$ cat src/rtl/bpp_pkg.sv
package bpp_pkg;
  localparam int DATA_W = 16;
  localparam int BIT_W  = 4;

  localparam logic [1:0] MODE_ONE  = 2'd0;
  localparam logic [1:0] MODE_TWO  = 2'd1;
  localparam logic [1:0] MODE_FOUR = 2'd2;

  typedef enum logic [1:0] {
    ST_IDLE,
    ST_RD_REQ,
    ST_RD_WAIT,
    ST_WR_REQ
  } seq_state_e;

  function automatic logic [2:0] plane_count(input logic [1:0] mode);
    case (mode)
      MODE_ONE:  plane_count = 3'd1;
      MODE_TWO:  plane_count = 3'd2;
      MODE_FOUR: plane_count = 3'd4;
      default:   plane_count = 3'd0;
    endcase
  endfunction
endpackage

$ cat src/rtl/bpp_addr_calc.sv
module bpp_addr_calc
  import bpp_pkg::*;
#(
  parameter int WIDE_W      = 640,
  parameter int NARROW_W    = 320,
  parameter int HIGH_LINES  = 400,
  parameter int LOW_LINES   = 200,
  parameter int X_W         = 10,
  parameter int Y_W         = 9,
  parameter int IDX_W       = 18,
  parameter int OFF_W       = 14
) (
  input  logic [X_W-1:0]   x_i,
  input  logic [Y_W-1:0]   y_i,
  input  logic [1:0]       mode_i,
  output logic [OFF_W-1:0] offset_o,
  output logic [BIT_W-1:0] bit_pos_o,
  output logic             in_range_o
);
  logic [IDX_W-1:0] row_wide, row_narrow, idx;

  // constant multiplies fold to shift-add
  assign row_wide   = IDX_W'(y_i) * IDX_W'(WIDE_W);
  assign row_narrow = IDX_W'(y_i) * IDX_W'(NARROW_W);

  always_comb begin
    idx        = '0;
    in_range_o = 1'b0;
    case (mode_i)
      MODE_ONE: begin
        idx        = row_wide + IDX_W'(x_i);
        in_range_o = (int'(x_i) < WIDE_W) && (int'(y_i) < HIGH_LINES);
      end
      MODE_TWO: begin
        idx        = row_wide + IDX_W'(x_i);
        in_range_o = (int'(x_i) < WIDE_W) && (int'(y_i) < LOW_LINES);
      end
      MODE_FOUR: begin
        idx        = row_narrow + IDX_W'(x_i);
        in_range_o = (int'(x_i) < NARROW_W) && (int'(y_i) < LOW_LINES);
      end
      default: begin
        idx        = '0;
        in_range_o = 1'b0;
      end
    endcase
  end

  assign offset_o  = idx[IDX_W-1:BIT_W];
  assign bit_pos_o = idx[BIT_W-1:0];
endmodule

$ cat src/rtl/bpp_bit_merge.sv
module bpp_bit_merge
  import bpp_pkg::*;
(
  input  logic [DATA_W-1:0] word_i,
  input  logic [BIT_W-1:0]  bit_pos_i,
  input  logic              set_i,
  output logic [DATA_W-1:0] word_o
);
  logic [DATA_W-1:0] mask;

  // pixel 0 is the MSB
  assign mask   = DATA_W'(1) << (BIT_W'(DATA_W - 1) - bit_pos_i);
  assign word_o = set_i ? (word_i | mask) : (word_i & ~mask);
endmodule

$ cat src/rtl/bpp_plane_seq.sv
module bpp_plane_seq
  import bpp_pkg::*;
#(
  parameter int ADDR_W     = 16,
  parameter int PLANES_MAX = 4,
  parameter int OFF_W      = 14,
  parameter int PL_W       = 2,
  parameter int CNT_W      = 3
) (
  input  logic                         clk_i,
  input  logic                         rst_ni,
  input  logic                         start_i,
  input  logic [CNT_W-1:0]             plane_cnt_i,
  input  logic [OFF_W-1:0]             offset_i,
  input  logic [BIT_W-1:0]             bit_pos_i,
  input  logic [PLANES_MAX-1:0]        colour_i,
  input  logic [PLANES_MAX*ADDR_W-1:0] base_i,
  output logic                         busy_o,
  output logic                         mem_req_o,
  output logic                         mem_we_o,
  output logic [ADDR_W-1:0]            mem_addr_o,
  output logic [DATA_W-1:0]            mem_wdata_o,
  input  logic                         mem_gnt_i,
  input  logic                         mem_rvalid_i,
  input  logic [DATA_W-1:0]            mem_rdata_i
);
  seq_state_e              state_q;
  logic [PL_W-1:0]         plane_q;
  logic [CNT_W-1:0]        cnt_q;
  logic [OFF_W-1:0]        off_q;
  logic [BIT_W-1:0]        bit_q;
  logic [PLANES_MAX-1:0]   col_q;
  logic [ADDR_W-1:0]       base_q [PLANES_MAX];
  logic [DATA_W-1:0]       rd_q;
  logic                    last_plane;

  assign last_plane = (CNT_W'(plane_q) + CNT_W'(1)) == cnt_q;

  always_ff @(posedge clk_i or negedge rst_ni) begin
    if (!rst_ni) begin
      state_q <= ST_IDLE;
      plane_q <= '0;
      cnt_q   <= '0;
      off_q   <= '0;
      bit_q   <= '0;
      col_q   <= '0;
      rd_q    <= '0;
      for (int k = 0; k < PLANES_MAX; k++) base_q[k] <= '0;
    end else begin
      case (state_q)
        ST_IDLE: if (start_i) begin
          plane_q <= '0;
          cnt_q   <= plane_cnt_i;
          off_q   <= offset_i;
          bit_q   <= bit_pos_i;
          col_q   <= colour_i;
          for (int k = 0; k < PLANES_MAX; k++) base_q[k] <= base_i[k*ADDR_W +: ADDR_W];
          state_q <= ST_RD_REQ;
        end
        ST_RD_REQ: if (mem_gnt_i) state_q <= ST_RD_WAIT;
        ST_RD_WAIT: if (mem_rvalid_i) begin
          rd_q    <= mem_rdata_i;
          state_q <= ST_WR_REQ;
        end
        ST_WR_REQ: if (mem_gnt_i) begin
          if (last_plane) state_q <= ST_IDLE;
          else begin
            plane_q <= plane_q + PL_W'(1);
            state_q <= ST_RD_REQ;
          end
        end
        default: state_q <= ST_IDLE;
      endcase
    end
  end

  bpp_bit_merge u_merge (
    .word_i    (rd_q),
    .bit_pos_i (bit_q),
    .set_i     (col_q[plane_q]),
    .word_o    (mem_wdata_o)
  );

  assign busy_o     = state_q != ST_IDLE;
  assign mem_req_o  = (state_q == ST_RD_REQ) || (state_q == ST_WR_REQ);
  assign mem_we_o   = state_q == ST_WR_REQ;
  assign mem_addr_o = base_q[plane_q] + ADDR_W'(off_q);

  // write differs from the read word in at most one bit
  p_single_bit_r4: assert property (@(posedge clk_i) disable iff (!rst_ni)
    (mem_req_o && mem_we_o) |-> ($countones(mem_wdata_o ^ rd_q) <= 1));

  // request held stable while not granted
  p_req_stable_r9: assert property (@(posedge clk_i) disable iff (!rst_ni)
    (mem_req_o && !mem_gnt_i) |=> (mem_req_o && $stable(mem_addr_o)
                                   && $stable(mem_we_o) && $stable(mem_wdata_o)));

  // busy ends only after a granted write
  p_busy_end_r7: assert property (@(posedge clk_i) disable iff (!rst_ni)
    $fell(busy_o) |-> $past(mem_req_o && mem_we_o && mem_gnt_i));

  // a read grant is followed by the wait for its data
  p_read_then_wait_r6: assert property (@(posedge clk_i) disable iff (!rst_ni)
    (mem_req_o && !mem_we_o && mem_gnt_i) |=> (busy_o && !mem_req_o));
endmodule

$ cat src/rtl/bitplane_plot.sv
module bitplane_plot
  import bpp_pkg::*;
#(
  parameter int  ADDR_W        = 16,
  parameter int  PLANES_MAX    = 4,
  parameter int  WIDE_W        = 640,
  parameter int  NARROW_W      = 320,
  parameter int  HIGH_LINES    = 400,
  parameter int  LOW_LINES     = 200,
  parameter int  SECTION_WORDS = 16384,
  localparam int X_W           = $clog2(WIDE_W),
  localparam int Y_W           = $clog2(HIGH_LINES)
) (
  input  logic                         clk_i,
  input  logic                         rst_ni,
  input  logic                         cmd_valid_i,
  output logic                         cmd_ready_o,
  input  logic [X_W-1:0]               cmd_x_i,
  input  logic [Y_W-1:0]               cmd_y_i,
  input  logic [1:0]                   cmd_mode_i,
  input  logic [PLANES_MAX-1:0]        cmd_colour_i,
  input  logic [PLANES_MAX*ADDR_W-1:0] cmd_base_i,
  output logic                         busy_o,
  output logic                         err_o,
  output logic                         mem_req_o,
  output logic                         mem_we_o,
  output logic [ADDR_W-1:0]            mem_addr_o,
  output logic [DATA_W-1:0]            mem_wdata_o,
  input  logic                         mem_gnt_i,
  input  logic                         mem_rvalid_i,
  input  logic [DATA_W-1:0]            mem_rdata_i
);
  localparam int IDX_W = $clog2(WIDE_W * HIGH_LINES);
  localparam int OFF_W = IDX_W - BIT_W;
  localparam int PL_W  = (PLANES_MAX > 1) ? $clog2(PLANES_MAX) : 1;
  localparam int CNT_W = $clog2(PLANES_MAX + 1);

  logic [OFF_W-1:0] calc_off;
  logic [BIT_W-1:0] calc_bit;
  logic             calc_ok;
  logic             accept, start, err_q;
  logic [CNT_W-1:0] cnt;
  int               sec_lim;

  bpp_addr_calc #(
    .WIDE_W     (WIDE_W),
    .NARROW_W   (NARROW_W),
    .HIGH_LINES (HIGH_LINES),
    .LOW_LINES  (LOW_LINES),
    .X_W        (X_W),
    .Y_W        (Y_W),
    .IDX_W      (IDX_W),
    .OFF_W      (OFF_W)
  ) u_calc (
    .x_i        (cmd_x_i),
    .y_i        (cmd_y_i),
    .mode_i     (cmd_mode_i),
    .offset_o   (calc_off),
    .bit_pos_o  (calc_bit),
    .in_range_o (calc_ok)
  );

  assign cnt         = CNT_W'(plane_count(cmd_mode_i));
  assign cmd_ready_o = !busy_o;
  assign accept      = cmd_valid_i && cmd_ready_o;
  assign start       = accept && calc_ok;

  always_ff @(posedge clk_i or negedge rst_ni) begin
    if (!rst_ni) err_q <= 1'b0;
    else         err_q <= accept && !calc_ok;
  end
  assign err_o = err_q;

  bpp_plane_seq #(
    .ADDR_W     (ADDR_W),
    .PLANES_MAX (PLANES_MAX),
    .OFF_W      (OFF_W),
    .PL_W       (PL_W),
    .CNT_W      (CNT_W)
  ) u_seq (
    .clk_i        (clk_i),
    .rst_ni       (rst_ni),
    .start_i      (start),
    .plane_cnt_i  (cnt),
    .offset_i     (calc_off),
    .bit_pos_i    (calc_bit),
    .colour_i     (cmd_colour_i),
    .base_i       (cmd_base_i),
    .busy_o       (busy_o),
    .mem_req_o    (mem_req_o),
    .mem_we_o     (mem_we_o),
    .mem_addr_o   (mem_addr_o),
    .mem_wdata_o  (mem_wdata_o),
    .mem_gnt_i    (mem_gnt_i),
    .mem_rvalid_i (mem_rvalid_i),
    .mem_rdata_i  (mem_rdata_i)
  );

  always_comb begin
    case (cmd_mode_i)
      MODE_ONE:  sec_lim = SECTION_WORDS;
      MODE_TWO:  sec_lim = SECTION_WORDS / 2;
      MODE_FOUR: sec_lim = SECTION_WORDS / 4;
      default:   sec_lim = 0;
    endcase
  end

  // accepted offset stays inside one plane section
  p_offset_in_section_r2: assert property (@(posedge clk_i) disable iff (!rst_ni)
    start |-> (int'(calc_off) < sec_lim));

  // rejected command leaves memory untouched and busy low
  p_err_quiet_r8: assert property (@(posedge clk_i) disable iff (!rst_ni)
    err_o |-> (!busy_o && !mem_req_o));

  // accepted valid command raises busy next cycle
  p_start_busy_r7: assert property (@(posedge clk_i) disable iff (!rst_ni)
    start |=> busy_o);
endmodule

$ cat config.mk
export PLATFORM = sky130hd
export DESIGN_NAME = bitplane_plot
export DESIGN_NICKNAME = d
export VERILOG_FILES = /design/src/rtl/bpp_pkg.sv /design/src/rtl/bpp_addr_calc.sv /design/src/rtl/bpp_bit_merge.sv /design/src/rtl/bpp_plane_seq.sv /design/src/rtl/bitplane_plot.sv
export SDC_FILE = /design/constraint.sdc
export NUM_CORES = 1
export LEC_CHECK = 0
export ABC_CLOCK_PERIOD_IN_PS = 3400
export BUFFER_PORTS_ARGS = -buffer_cell sky130_fd_sc_hd__buf_4
export CELL_PAD_IN_SITES_DETAIL_PLACEMENT = 0
export CELL_PAD_IN_SITES_GLOBAL_PLACEMENT = 1
export CORE_MARGIN = 2
export CORE_UTILIZATION = 40
export CTS_BUF_LIST = sky130_fd_sc_hd__clkbuf_2 sky130_fd_sc_hd__clkbuf_4 sky130_fd_sc_hd__clkbuf_8
export DETAILED_ROUTE_END_ITERATION = 8
export PLACE_DENSITY = 0.72
export REMOVE_ABC_BUFFERS = 1
export SLEW_MARGIN = 20
export SYNTH_ARGS = -nofsm -noshare
export SYNTH_HDL_FRONTEND = slang
export SYNTH_HIERARCHICAL = 1
export SYNTH_SLANG_ARGS = --single-unit
$ cat constraint.sdc
create_clock -name clk_i -period 3.4 [get_ports clk_i]
set_clock_uncertainty 0.15 [all_clocks]
set_input_delay 0.51 -clock clk_i [delete_from_list [all_inputs] [get_ports clk_i]]
set_output_delay 0.51 -clock clk_i [all_outputs]
set_load 0.1 [all_outputs]
## Word-level counts from Yosys, hierarchy flattened

Cells that the tools add are included.

- Add/sub/neg operators: 6
- Multipliers: 2
- Divide/modulo/power cells: 0
- $lt $le $gt $ge: 6
- Equal/unequal tests: 11
- Shift-type cells: 1
- Mux-type cells: 19
- Bitwise operators: 4
- Reduce and logical (&&, ||, !) cells: 18

Operators with widths:

| operator | number |
|---|---|
| two-way mux 16 bit | 3 |
| adder 18 x 10 -> 18 bit | 2 |
| case mux 18 bit (2 select lines) | 1 |
| binary-select mux 16 bit (select 2 bit) | 1 |
| adder 16 x 14 -> 16 bit | 1 |
| bitwise AND 16 bit | 1 |
| inverter 16 bit | 1 |
| bitwise OR 16 bit | 1 |
| left shift 1 x 4 -> 16 bit (first input constant) | 1 |
| two-way mux 2 bit | 7 |
| multiplier 9 x 3 -> 12 bit (second input constant) | 1 |
| multiplier 9 x 3 -> 11 bit (second input constant) | 1 |
| less-than comparator 10 bit (second input constant) | 1 |
| less-than comparator 10 x 9 -> 1 bit (second input constant) | 1 |
| less-than comparator 9 x 8 -> 1 bit (second input constant) | 1 |
| less-than comparator 9 bit (second input constant) | 1 |
| case mux 3 bit (3 select lines) | 1 |
| inequality test 2 bit (second input constant) | 4 |
| case mux 2 bit (4 select lines) | 1 |
| AND reduction 4 bit | 2 |
| == test 2 bit (second input constant) | 3 |
| logical AND 1 bit | 6 |
| == test 2 x 1 -> 1 bit (second input constant) | 2 |
| zero test 2 bit | 2 |
| 17 further kinds | 21 |

- Register bits after elaboration: 110
- Bits in latches: 0
- Bits in writable memories: 0
- Bits in read-only memories: 0
- Output and inout bits: 37
- Memories: 0

## Depth between registers and ports, before layout

Gate-level depths: netlist (run 1).

- Depth in word-level cells: 6
- Depth in mapped cells: 11
- Depth with buffers taken out: 10

## By module

Netlist (run 1), hierarchy kept.

By module, submodules not included:

| module | times used | cells each | area an instance (µm²) | seq. area each (µm²) |
|---|---|---|---|---|
| bpp_plane_seq | 1 | 377 | 5366.4 | 2727.6 |
| bpp_addr_calc | 1 | 177 | 1413.9 | 0.0 |
| bpp_bit_merge | 1 | 37 | 461.7 | 0.0 |
| bitplane_plot | 1 | 7 | 65.1 | 25.0 |

## Least setup slack after synthesis (run 1)

OpenSTA, ideal clock, no wires.

- Kind: reg2out
- From: register u_seq.plane_q[0]
- To: output port mem_addr_o[15]
- Data arrival time: 3.648 ns
- Required time: 2.740 ns
- Slack: -0.908 ns
- Cell stages (with the launch flop): 10
- Cell sequence: dfrtp_1 > buf_6 > buf_4 > mux4_2 > ha_1 > a21o_1 > a31oi_1 > nor2b_1 > a21oi_1 > xor2_1

- Word-level cells in the longest chain between the ends: 5

Ends and longest elaborated chain:

| what | line | source |
|---|---|---|
| start, declared | bpp_plane_seq.sv:28 | `logic [PL_W-1:0] plane_q;` |
| start signal, assigned | bpp_plane_seq.sv:68 | `plane_q <= plane_q + PL_W'(1);` |
| inverter 2 -> 3 bit (not written as such) | bpp_plane_seq.sv:87 | `assign mem_addr_o = base_q[plane_q] + ADDR_W'(off_q);` |
| binary-select mux 16 bit (select 2 bit) | bpp_plane_seq.sv:87 |  |
| two-way mux 16 bit (not written as such) (2 in a row) | bpp_plane_seq.sv:87 |  |
| adder 16 x 14 -> 16 bit | bpp_plane_seq.sv:87 |  |
| end, declared | bitplane_plot.sv:27 | `output logic [ADDR_W-1:0] mem_addr_o,` |

No other way between the ends. The select of a mux whose other input is x is not followed.

## Worst setup path after layout (run 1)

- From: register u_seq.plane_q[0]
- To: output port mem_addr_o[9]

Same word-level chain as after synthesis.

==> metrics.csv, run 1 <==
stage,metric,value,unit
timing,final worst hold slack,-0.0140,ns
grt,grt total ovfl,0,
floorplan,CORE AREA,0.0180,sq mm
drt,via count,5368,
grt,antenna violations before repair,0,
grt,maximum number of pins on one net before global-route repair,81,
synthesis,area share of the largest cell type after synthesis,37.7,%
floorplan,std cell rows,49,
worst_setup_path,WS Path Type,flip-flop to output port,
worst_setup_path,"Max stage delay cell, worst path",mux4_2,
cts,number of buffers inserted for hold repair after clock tree synthesis,0,
synthesis,Ys Warns,6,
place,Final GP Congestion,0.785,
worst_setup_path,endpoint class of the critical path,output port,
cts,maximum level of the CTS H-tree,3,
layout,post-route standard cell area excluding fillers,0.00964,sq mm
synthesis,"Distinct cells, synth",76,
worst_setup_path,cell repeated most along the worst path,buf_12,
drt,number of remaining DRC errors,0,
worst_setup_path,CP Cell Sequence,buf_12 > mux4_2 > ha_4 > buf_6 > o211ai_1 > o21ai_2 > a21boi_2 > o21bai_2 > xor2_2 > buf_12,
layout,number of antenna cells inserted,0,
drt,DR vias/cell,5.27,
floorplan,Die ar.,0.0194,sq mm
worst_setup_path,Buffers & Inverters on Critical Path,3,
layout,Post-layout nets,943,
cts,clock network latency to the later pin of the worst-skew pair,0.39,ns
worst_hold_path,classification of the worst-slack hold path,primary input to async pin,
drt,routed len/inst,18.2,um
layout,fill count,1579,
status,outcome,"finished, violations left",
cts,Clock Pin Slew Worst Setup and Hold Paths,0.12,ns
grt,global-route wire length before repair,30.0,mm
power_and_ir_drop,power density over the cells,845,mW/mm^2
timing,transition time at the pin with the least slew margin,0.866,ns
cts,clock root buffer,clkbuf_8,
synthesis,leading register cell type out of synthesis,dfrtp_1,
drt,final wirelength,18.6,mm
drt,starting DRC count in detailed routing,172,
synthesis,Gate Count Post-Synth,598,
floorplan,vertical die dimension,139,um
cts,CTS Buf Count,9,
layout,Syn-to-layout area delta,31.9,%
flow_run,Max Cap Viol,0,
timing,Final Hold Violating Endpoints,10,
floorplan,effective utilization at floorplan,40.7,%
place,number of input and output port buffers inserted,146,
timing,achievable clock frequency,270,MHz
cts,number of sinks driven by the clock tree,110,
synthesis,register bit count reported by yosys,110,
synthesis,Post-Synthesis Cell Area,0.00731,sq mm
synthesis,top cell types by occurrence after synthesis,"mux2_2 (119), dfrtp_1 (110), ha_1 (44)",
worst_setup_path,max incr delay on CP,0.55,ns
drt,router iterations before antenna repair,4,
worst_setup_path,Top delay family on crit path,compound AO/OA/AOI/OAI gates,
synthesis,share of synthesized flip-flops with an asynchronous set or reset,100,%
layout,fraction of layout cells with a size suffix above 1,54.9,%
place,Placement Cell Area,0.00890,sq mm
timing,unrepaired setup endpoints after global routing,true,
place,HPWL reported at the end of detailed placement,13.7,mm
timing,total count of max-transition violations in the final report,0,
synthesis,portion of the post-synthesis area used by sequential elements,37.7,%
timing,Max-slew headroom,42.1,%
floorplan,Die X-Extent,139,um
grt,overall global routing resource usage,19.3,%
worst_setup_path,required time of the critical path,2.74,ns
synthesis,most area-hungry cell type in the Yosys netlist,dfrtp_1,
cts,CTS tree,built,
synthesis,number of flops mapped to enable cells by yosys,0,
timing,portion of the clock cycle consumed by the worst path in the final layout,109,%
synthesis,cell types occupying the most area after synthesis,"dfrtp_1 (38%), mux2_2 (18%), ha_1 (7.5%)",
grt,via count of the first global-routing pass,5764,
floorplan,I/O pin count,147,
synthesis,dominant cell by count in the synthesized netlist,mux2_2,
drt,number of nets with antenna violations after detailed routing,0,
worst_setup_path,maximum net fanout on the critical path,5,
timing,setup slack after layout,-0.303,ns
status,failing checks,"negative hold slack, negative setup slack",
cts,largest buffer count on any clock path,2,
timing,final critical-path required period,3.70,ns
timing,endpoints failing setup,12,
power_and_ir_drop,Max VDD drop,0.790,mV
worst_setup_path,kind of launch point of the worst setup path,flip-flop,
layout,core occupancy in the finished layout,53.7,%
worst_setup_path,arrival time at the worst endpoint,3.04,ns
power_and_ir_drop,static power due to leakage,4.56,nW
synthesis,Synth Area per Inst,12.2,sq um
==> final timing paths <==
| kind | endpoint | startpoint | slack (ns) | cells after the start |
|---|---|---|---|---|
| worst min register to register | u_seq/base_q[10] | u_seq/base_q[10] | 0.36 | 1 |
| max in group asynchronous | u_seq/base_q[14] | rst_ni | 2.36 | 2 |
| worst min-delay path | u_seq/base_q[50] | rst_ni | -0.01 | 1 |
| worst max register to register | u_seq/state_q[0] | u_seq/state_q[0] | 1.08 | 8 |
| worst max-delay path | mem_addr_o[9] | u_seq/plane_q[0] | -0.30 | 10 |
| min in group clk_i | u_seq/base_q[50] | cmd_base_i[2] | 0.18 | 2 |
==> cells in the final DEF, fill, tap and decap left out, drive strengths merged, types with 11 or more instances in the layout <==
master and count:
a21o 11, a21oi 21, ha 44, buf 200
mux4 17, dfrtp 110, nor2 30, inv 26
xor2 14, xnor2 18, nand2 23, mux2 123
o21ai 16
==> cell type report <==
cell class                 count  area (sq um)  share of cell area, %
tap                          229           287                   2.97
timing repair buffer         200          1680                   17.5
clock buffer                   9           124                   1.29
sequential                   110          2760                   28.6
multi-input combinational    440          4640                   48.2
inverter                      24          90.1                  0.935
clock inverter                 7          57.6                  0.597
==> timing repair <==
| item | CTS | global route |
|---|---|---|
| gates cloned | 1 | 0 |
| gates resized for setup | 75 | 29 |
| setup endpoints to repair | 24 | 12 |
| setup buffers | 4 | 7 |
| pin swaps | 22 | 21 |
==> worst register-to-register path: cells and delay by family (launching register included) <==
family          cells  cell delay (ns)
flops               1             0.42
buf+inv             2             0.28
compound gates      3             0.57
fa+ha+maj           1             0.32
simple gates        2             0.47
==> metrics by stage <==
stage | power, mW | cells | setup TNS (ns) | hold slack, ns | setup slack (ns)
2_1_floorplan | 5.59 | 574 | -15.54 | 0.0644 | -1.24
3_3_place_gp | 6.75 | 993 | -0.606 | 0.330 | -0.146
3_5_place_dp | 6.83 | 993 | -1.13 | 0.336 | -0.188
4_1_cts | 8.05 | 1014 | -2.64 | 0.151 | -0.301
5_1_grt | 8.58 | 1019 | -3.58 | 0.0308 | -0.382
6_report | 8.15 | 1019 | -2.50 | -0.0140 | -0.303
==> sequential cells by signal (all words and copies together), names as in the netlist <==
register       count
u_seq/plane_q      2
u_seq/base_q      64
u_seq/bit_q        4
u_seq/rd_q        16
u_seq/col_q        4
err_o              1
u_seq/off_q       14
u_seq/cnt_q        3
u_seq/state_q      2
==> cell families after synthesis <==
family                   after synthesis  synth area share, %
buffers and inverters                 48                 3.68
flip-flops                           110                 37.7
XOR/XNOR                              32                 4.04
multiplexers                         143                 25.0
adder cells (fa/ha/maj)               48                 8.63
AND/OR/NAND/NOR                      122                 11.0
AO/OA/AOI/OAI                         95                 9.98
==> routing by layer <==
metal | up-vias | global-route usage [%] | part of all wire (%)
met2 | 92 | 32.9 | 50
met4 | 0 | 7.23 | 2.1
met3 | 20 | 3.45 | 3.8
met1 | 2674 | 24.7 | 44
li1 | 2582 | - | -
met5 | - | 0 | 0
==> power breakdown <==
part / switching [mW] / internal (mW) / total, mW
Sequential: 0.310 / 1.76 / 2.07
Clock: 0.486 / 0.276 / 0.762
Combinational: 3.30 / 2.02 / 5.32
No activity file was read; power rests on OpenSTA's default activity.
==> inputs of run 2 (changes only) <==
--- a/config.mk
+++ b/config.mk
@@ -9,6 +9,7 @@
 export BUFFER_PORTS_ARGS = -buffer_cell sky130_fd_sc_hd__buf_4
 export CELL_PAD_IN_SITES_DETAIL_PLACEMENT = 0
 export CELL_PAD_IN_SITES_GLOBAL_PLACEMENT = 1
+export CORE_ASPECT_RATIO = 0.7
 export CORE_MARGIN = 2
 export CORE_UTILIZATION = 40
 export CTS_BUF_LIST = sky130_fd_sc_hd__clkbuf_2 sky130_fd_sc_hd__clkbuf_4 sky130_fd_sc_hd__clkbuf_8
==> run 2 against run 1 <==
The run ends with negative setup slack left. Clock power is 4.7% lower. Register-to-register slack worse by 0.02 ns. Flip-flop and latch count stayed put. Non-clock buffer count stayed put. Cell area hardly changed. Hold slack better by 0.057 ns. Utilization hardly changed. Worst setup slack worse by 0.052 ns. Critical path depth stayed put. Sequential power hardly changed. Critical path type unchanged. Largest power group unchanged. Highest routed layer unchanged.
==> metrics.csv, run 2 (synthesis gave the netlist of run 1 again) <==
stage,metric,value,unit
cts,CTS tree,built,
cts,clock root buffer,clkbuf_8,
cts,number of buffers inserted for hold repair after clock tree synthesis,0,
layout,Post-layout nets,943,
status,outcome,"finished, violations left",
timing,transition time at the pin with the least slew margin,0.790,ns
drt,number of remaining DRC errors,0,
worst_setup_path,max incr delay on CP,0.55,ns
floorplan,vertical die dimension,117,um
worst_setup_path,number of gates on the worst path with buffers counted,10,
layout,Top Registers,"u_seq/base_q x64, u_seq/rd_q x16, u_seq/off_q x14",
grt,grt total ovfl,0,
floorplan,std cell rows,41,
layout,"commonest non-fill, non-tap cell in the layout",buf_4,
timing,total count of max-transition violations in the final report,0,
worst_setup_path,worst setup path endpoint,mem_addr_o[13],
timing,Final TNS setup,-2.29,ns
power_and_ir_drop,static power due to leakage,4.60,nW
worst_setup_path,arrival time at the worst endpoint,3.09,ns
timing,final worst hold slack,0.0427,ns
floorplan,I/O pin count,147,
floorplan,Die X-Extent,166,um
worst_setup_path,kind of launch point of the worst setup path,flip-flop,
timing,achievable clock frequency,266,MHz
worst_setup_path,Worst setup startpoint,u_seq/plane_q[0],
worst_setup_path,"Max stage delay cell, worst path",mux4_2,
cts,Clock Pin Slew Worst Setup and Hold Paths,0.12,ns
drt,via count,5426,
timing,setup slack after layout,-0.354,ns
worst_setup_path,register-to-register path setup slack,1.06,ns
worst_setup_path,r2r startpoint,u_seq/state_q[0],
power_and_ir_drop,Max VDD drop,1.07,mV
cts,clock network latency to the later pin of the worst-skew pair,0.37,ns
layout,core occupancy in the finished layout,53.6,%
drt,router iterations before antenna repair,4,
place,HPWL reported at the end of detailed placement,13.6,mm
worst_setup_path,WS Path Type,flip-flop to output port,
worst_setup_path,worst r2r path cells,8,
layout,"commonest cells after routing, fill and taps aside","buf_4 (181), mux2_2 (119), dfrtp_1 (110)",
layout,Biggest register,u_seq/base_q,
worst_setup_path,cell repeated most along the worst path,buf_12,
drt,routed len/inst,17.2,um
flow_run,Max Cap Viol,0,
worst_setup_path,required time of the critical path,2.74,ns
layout,Syn-to-layout area delta,31.8,%
worst_setup_path,Buffers & Inverters on Critical Path,3,
timing,final critical-path required period,3.75,ns
cts,maximum level of the CTS H-tree,3,
place,pre-CTS worst setup slack,-0.259,ns
drt,starting DRC count in detailed routing,328,
grt,antenna violations before repair,0,
layout,number of flip-flops under the largest register name,64,
grt,maximum number of pins on one net before global-route repair,61,
layout,number of antenna cells inserted,0,
status,failing checks,negative setup slack,
worst_hold_path,classification of the worst-slack hold path,primary input to async pin,
timing,Final Hold Violating Endpoints,0,
cts,number of sinks driven by the clock tree,110,
floorplan,CORE AREA,0.0180,sq mm
layout,fraction of layout cells with a size suffix above 1,54.1,%
drt,DR vias/cell,5.30,
worst_setup_path,endpoint class of the critical path,output port,
drt,number of nets with antenna violations after detailed routing,0,
worst_setup_path,Worst R2R End,u_seq/state_q[0],
floorplan,Die ar.,0.0194,sq mm
grt,overall global routing resource usage,18.3,%
timing,Max-slew headroom,47.3,%
place,Final GP Congestion,0.866,
cts,CTS Buf Count,9,
grt,via count of the first global-routing pass,5463,
grt,global-route wire length before repair,27.6,mm
timing,portion of the clock cycle consumed by the worst path in the final layout,110,%
cts,largest buffer count on any clock path,2,
worst_setup_path,CP Cell Sequence,buf_12 > buf_12 > mux4_2 > ha_4 > nand4_1 > a21oi_2 > nand2_2 > and4_1 > a211oi_2 > buf_6,
timing,endpoints failing setup,10,
power_and_ir_drop,power density over the cells,832,mW/mm^2
worst_setup_path,maximum net fanout on the critical path,8,
place,number of input and output port buffers inserted,146,
power_and_ir_drop,total design power,8.01,mW
drt,final wirelength,17.6,mm
timing,unrepaired setup endpoints after global routing,true,
worst_setup_path,Top delay family on crit path,buffers and inverters,
floorplan,effective utilization at floorplan,40.7,%
==> run 2: cell count changes in the layout (fill, tap and decap cells not counted), sizes merged <==
cell / before / now
clkinvlp: 2 / 1
inv: 26 / 27
clkinv: 3 / 1
==> run 2: per-stage QoR <==
step / area, sq um / cells
floorplan: 7130 / 574
global placement: 8920 / 1000
detailed placement: 8920 / 1000
CTS: 9310 / 1015
global route: 9630 / 1024
finish: 9630 / 1024
==> run 2: repair_timing <==
item                                    in CTS  in global routing
gates resized for setup                     47                 47
setup buffers                                1                 11
endpoints found under the setup margin      12                 13
pin swaps                                   15                 23
==> run 2: area by class of cell <==
class,count,area (sq um)
Inverter,24,90.1
Clock inverter,5,45.0
Clock buffer,9,124
Fill cell,1542,8320
Multi-Input combinational cell,440,4650
Tap cell,236,295
Timing Repair Buffer,200,1670
Sequential cell,110,2750
==> run 2: how the worst min path moves through the flow <==
| stage | end | start | cells after the start | slack (ns) |
|---|---|---|---|---|
| after detailed placement | u_seq/base_q[52] | u_seq/base_q[52] | 1 | 0.34 |
| after floorplan | err_o | rst_ni | 0 | 0.06 |
| after global routing | u_seq/base_q[59] | rst_ni | 1 | 0.09 |
| after CTS | u_seq/base_q[59] | rst_ni | 1 | 0.06 |
| final | u_seq/base_q[59] | rst_ni | 1 | 0.04 |
| after global placement | u_seq/base_q[4] | u_seq/base_q[4] | 1 | 0.33 |
==> run 2: power breakdown <==
| part | switching (mW) | internal [mW] |
|---|---|---|
| combinational | 3.28 | 1.95 |
| clock | 0.455 | 0.271 |
| sequential | 0.295 | 1.75 |
==> run 2: layer usage <==
metal / GRT usage (%) / vias to the layer above / share of wire [%]
met5: 0 / - / 0
met4: 3.56 / 0 / 0.92
met3: 3.21 / 11 / 5.2
met2: 28.3 / 142 / 45
met1: 27.3 / 2688 / 49
li1: - / 2585 / -
==> inputs of run 3 (changes only) <==
--- a/config.mk
+++ b/config.mk
@@ -7,14 +7,15 @@
 export LEC_CHECK = 0
 export ABC_CLOCK_PERIOD_IN_PS = 3400
 export BUFFER_PORTS_ARGS = -buffer_cell sky130_fd_sc_hd__buf_4
+export CAP_MARGIN = 20
 export CELL_PAD_IN_SITES_DETAIL_PLACEMENT = 0
 export CELL_PAD_IN_SITES_GLOBAL_PLACEMENT = 1
 export CORE_ASPECT_RATIO = 0.7
 export CORE_MARGIN = 2
-export CORE_UTILIZATION = 40
+export CORE_UTILIZATION = 25
 export CTS_BUF_LIST = sky130_fd_sc_hd__clkbuf_2 sky130_fd_sc_hd__clkbuf_4 sky130_fd_sc_hd__clkbuf_8
 export DETAILED_ROUTE_END_ITERATION = 8
-export PLACE_DENSITY = 0.72
+export PLACE_DENSITY = 0.48
 export REMOVE_ABC_BUFFERS = 1
 export SLEW_MARGIN = 20
 export SYNTH_ARGS = -nofsm -noshare
==> run 3 against run 2 <==
The flow still finishes with violations (negative setup slack). Global-route usage fell by 5.1 points. Largest cell class unchanged. Routed wire length up 15%. Cell area up 2.3%. Fmax is 0.28% higher. Critical endpoint unchanged. Sequential power about the same. Combinational power rose by 1%. Cell count increased by 14%. Clock power up 8.4%.
==> metrics.csv, run 3 (synthesis gave the netlist of run 1 again) <==
stage,metric,value,unit
status,outcome,"finished, violations left",
status,failing checks,negative setup slack,
floorplan,std cell rows,52,
power_and_ir_drop,power density over the cells,828,mW/mm^2
cts,clock network latency to the later pin of the worst-skew pair,0.40,ns
layout,Post-layout nets,947,
layout,Biggest register,u_seq/base_q,
timing,final worst hold slack,0.180,ns
worst_setup_path,number of gates on the worst path with buffers counted,9,
worst_setup_path,cell repeated most along the worst path,o211ai_1,
grt,maximum number of pins on one net before global-route repair,90,
flow_run,Max Cap Viol,0,
layout,Syn-to-layout area delta,34.8,%
worst_setup_path,worst r2r path cells,7,
grt,antenna violations before repair,0,
cts,number of sinks driven by the clock tree,110,
worst_setup_path,Worst setup startpoint,u_seq/plane_q[0],
worst_setup_path,max incr delay on CP,0.61,ns
place,dpl cells,1149,
power_and_ir_drop,Flop pwr share,25.2,%
worst_setup_path,maximum net fanout on the critical path,7,
floorplan,CORE AREA,0.0288,sq mm
cts,maximum level of the CTS H-tree,3,
timing,total count of max-transition violations in the final report,0,
cts,CTS Buf Count,9,
layout,number of antenna cells inserted,0,
cts,clock root buffer,clkbuf_8,
layout,post-route standard cell area excluding fillers,0.00985,sq mm
layout,number of flip-flops under the largest register name,64,
place,Placement Cell Area,0.00914,sq mm
worst_hold_path,cell depth of the worst hold path,2,
cts,largest buffer count on any clock path,2,
timing,endpoints failing setup,12,
worst_setup_path,worst setup path endpoint,mem_addr_o[13],
timing,Final Hold Violating Endpoints,0,
layout,core occupancy in the finished layout,34.2,%
power_and_ir_drop,share of power burned in combinational logic,65.2,%
floorplan,I/O pin count,147,
power_and_ir_drop,static power due to leakage,4.64,nW
timing,portion of the clock cycle consumed by the worst path in the final layout,110,%
worst_hold_path,worst hold path startpoint,mem_rdata_i[1],
layout,non-filler cells in the finished layout,1172,
worst_setup_path,"Max stage delay cell, worst path",mux4_1,
drt,DR vias/cell,4.58,
place,number of input and output port buffers inserted,146,
drt,router iterations before antenna repair,4,
timing,unrepaired setup endpoints after global routing,true,
worst_setup_path,CP Cell Sequence,buf_12 > mux4_1 > ha_4 > o211ai_1 > o211ai_1 > nand2_2 > and4_1 > a211oi_2 > buf_6,
worst_setup_path,Top delay family on crit path,multiplexers,
power_and_ir_drop,Max VDD drop,0.625,mV
floorplan,vertical die dimension,147,um
power_and_ir_drop,internal power,4.07,mW
place,HPWL reported at the end of detailed placement,15.9,mm
worst_setup_path,Worst R2R End,u_seq/base_q[42],
worst_setup_path,kind of launch point of the worst setup path,flip-flop,
floorplan,effective utilization at floorplan,25.4,%
worst_setup_path,r2r startpoint,u_seq/state_q[0],
worst_setup_path,register-to-register path setup slack,0.99,ns
floorplan,Die X-Extent,208,um
worst_setup_path,WS Path Type,flip-flop to output port,
worst_setup_path,Buffers & Inverters on Critical Path,2,
layout,fraction of layout cells with a size suffix above 1,54.7,%
drt,final wirelength,20.2,mm
timing,Max-slew headroom,44.1,%
worst_setup_path,arrival time at the worst endpoint,3.08,ns
drt,via count,5363,
timing,setup slack after layout,-0.344,ns
timing,final critical-path required period,3.74,ns
drt,routed len/inst,17.2,um
layout,Top Registers,"u_seq/base_q x64, u_seq/rd_q x16, u_seq/off_q x14",
timing,transition time at the pin with the least slew margin,0.836,ns
layout,fill count,2887,
power_and_ir_drop,switching fraction of total power,50.0,%
worst_setup_path,required time of the critical path,2.74,ns
drt,number of nets with antenna violations after detailed routing,0,
place,Final GP Congestion,0.779,
cts,Clock Pin Slew Worst Setup and Hold Paths,0.11,ns
worst_setup_path,endpoint class of the critical path,output port,
power_and_ir_drop,relative contribution of the clock network to total power,9.6,%
layout,"commonest cells after routing, fill and taps aside","buf_4 (181), mux2_2 (119), dfrtp_1 (109)",
worst_hold_path,classification of the worst-slack hold path,primary input to flip-flop,
drt,number of remaining DRC errors,0,
layout,"commonest non-fill, non-tap cell in the layout",buf_4,
grt,global-route wire length before repair,31.6,mm
grt,overall global routing resource usage,13.3,%
power_and_ir_drop,switching power,4.08,mW
timing,achievable clock frequency,267,MHz
drt,starting DRC count in detailed routing,177,
cts,CTS tree,built,
floorplan,Die ar.,0.0306,sq mm
grt,grt total ovfl,0,
grt,via count of the first global-routing pass,5688,
place,pre-CTS worst setup slack,-0.233,ns
-- run 3: final cells by class --
| class | instances | area (sq um) | area share, % |
|---|---|---|---|
| clock buffer | 12 | 159 | 1.61 |
| clock inverter | 4 | 27.5 | 0.279 |
| inverter | 24 | 90.1 | 0.914 |
| multi-input combinational | 440 | 4630 | 47.0 |
| sequential | 110 | 2750 | 27.9 |
| tap | 378 | 473 | 4.80 |
| timing repair buffer | 204 | 1720 | 17.5 |
-- run 3: how the worst min path moves through the flow --
| stage | end | slack, ns |
|---|---|---|
| final | u_seq/rd_q[1] | 0.18 |
| after global routing | u_seq/rd_q[5] | 0.14 |
| after CTS | u_seq/rd_q[5] | 0.15 |
| after detailed placement | u_seq/base_q[34] | 0.34 |
| after global placement | u_seq/base_q[30] | 0.33 |
| after floorplan | err_o | 0.06 |
-- run 3: metal layers --
layer  GRT usage (%)  routed length [um]  part of all wire [%]  vias up
met5               0                   0                     0        -
met1            19.1               10000                    50     2653
li1                -                   -                     -     2592
met3            3.40                 820                   4.1       15
met4            2.52                 189                  0.94        0
met2            20.1                9100                    45      103
-- run 3: what timing repair did --
item,CTS,global route
buffers inserted,1,5
setup endpoints to repair,12,15
hold buffers,1,0
resized for setup,38,62
pin swaps,8,17
hold endpoints to repair,43,0
-- run 3: stage by stage --
stage / setup TNS (ns) / total power [mW]
global placement: -0.914 / 6.82
finish: -2.66 / 8.16
floorplan: -15.54 / 5.59
global route: -4.66 / 8.59
detailed placement: -1.34 / 6.91
CTS: -3.78 / 7.91
-- run 3: power by group through the flow --
stage	Sequential, mW	Clock (mW)	Combinational, mW
after global placement	2.04	0	4.78
after CTS	2.05	0.834	5.03
after global routing	2.12	0.882	5.59
after detailed placement	2.07	0	4.84
final	2.05	0.787	5.31
after floorplan	2.03	0	3.55
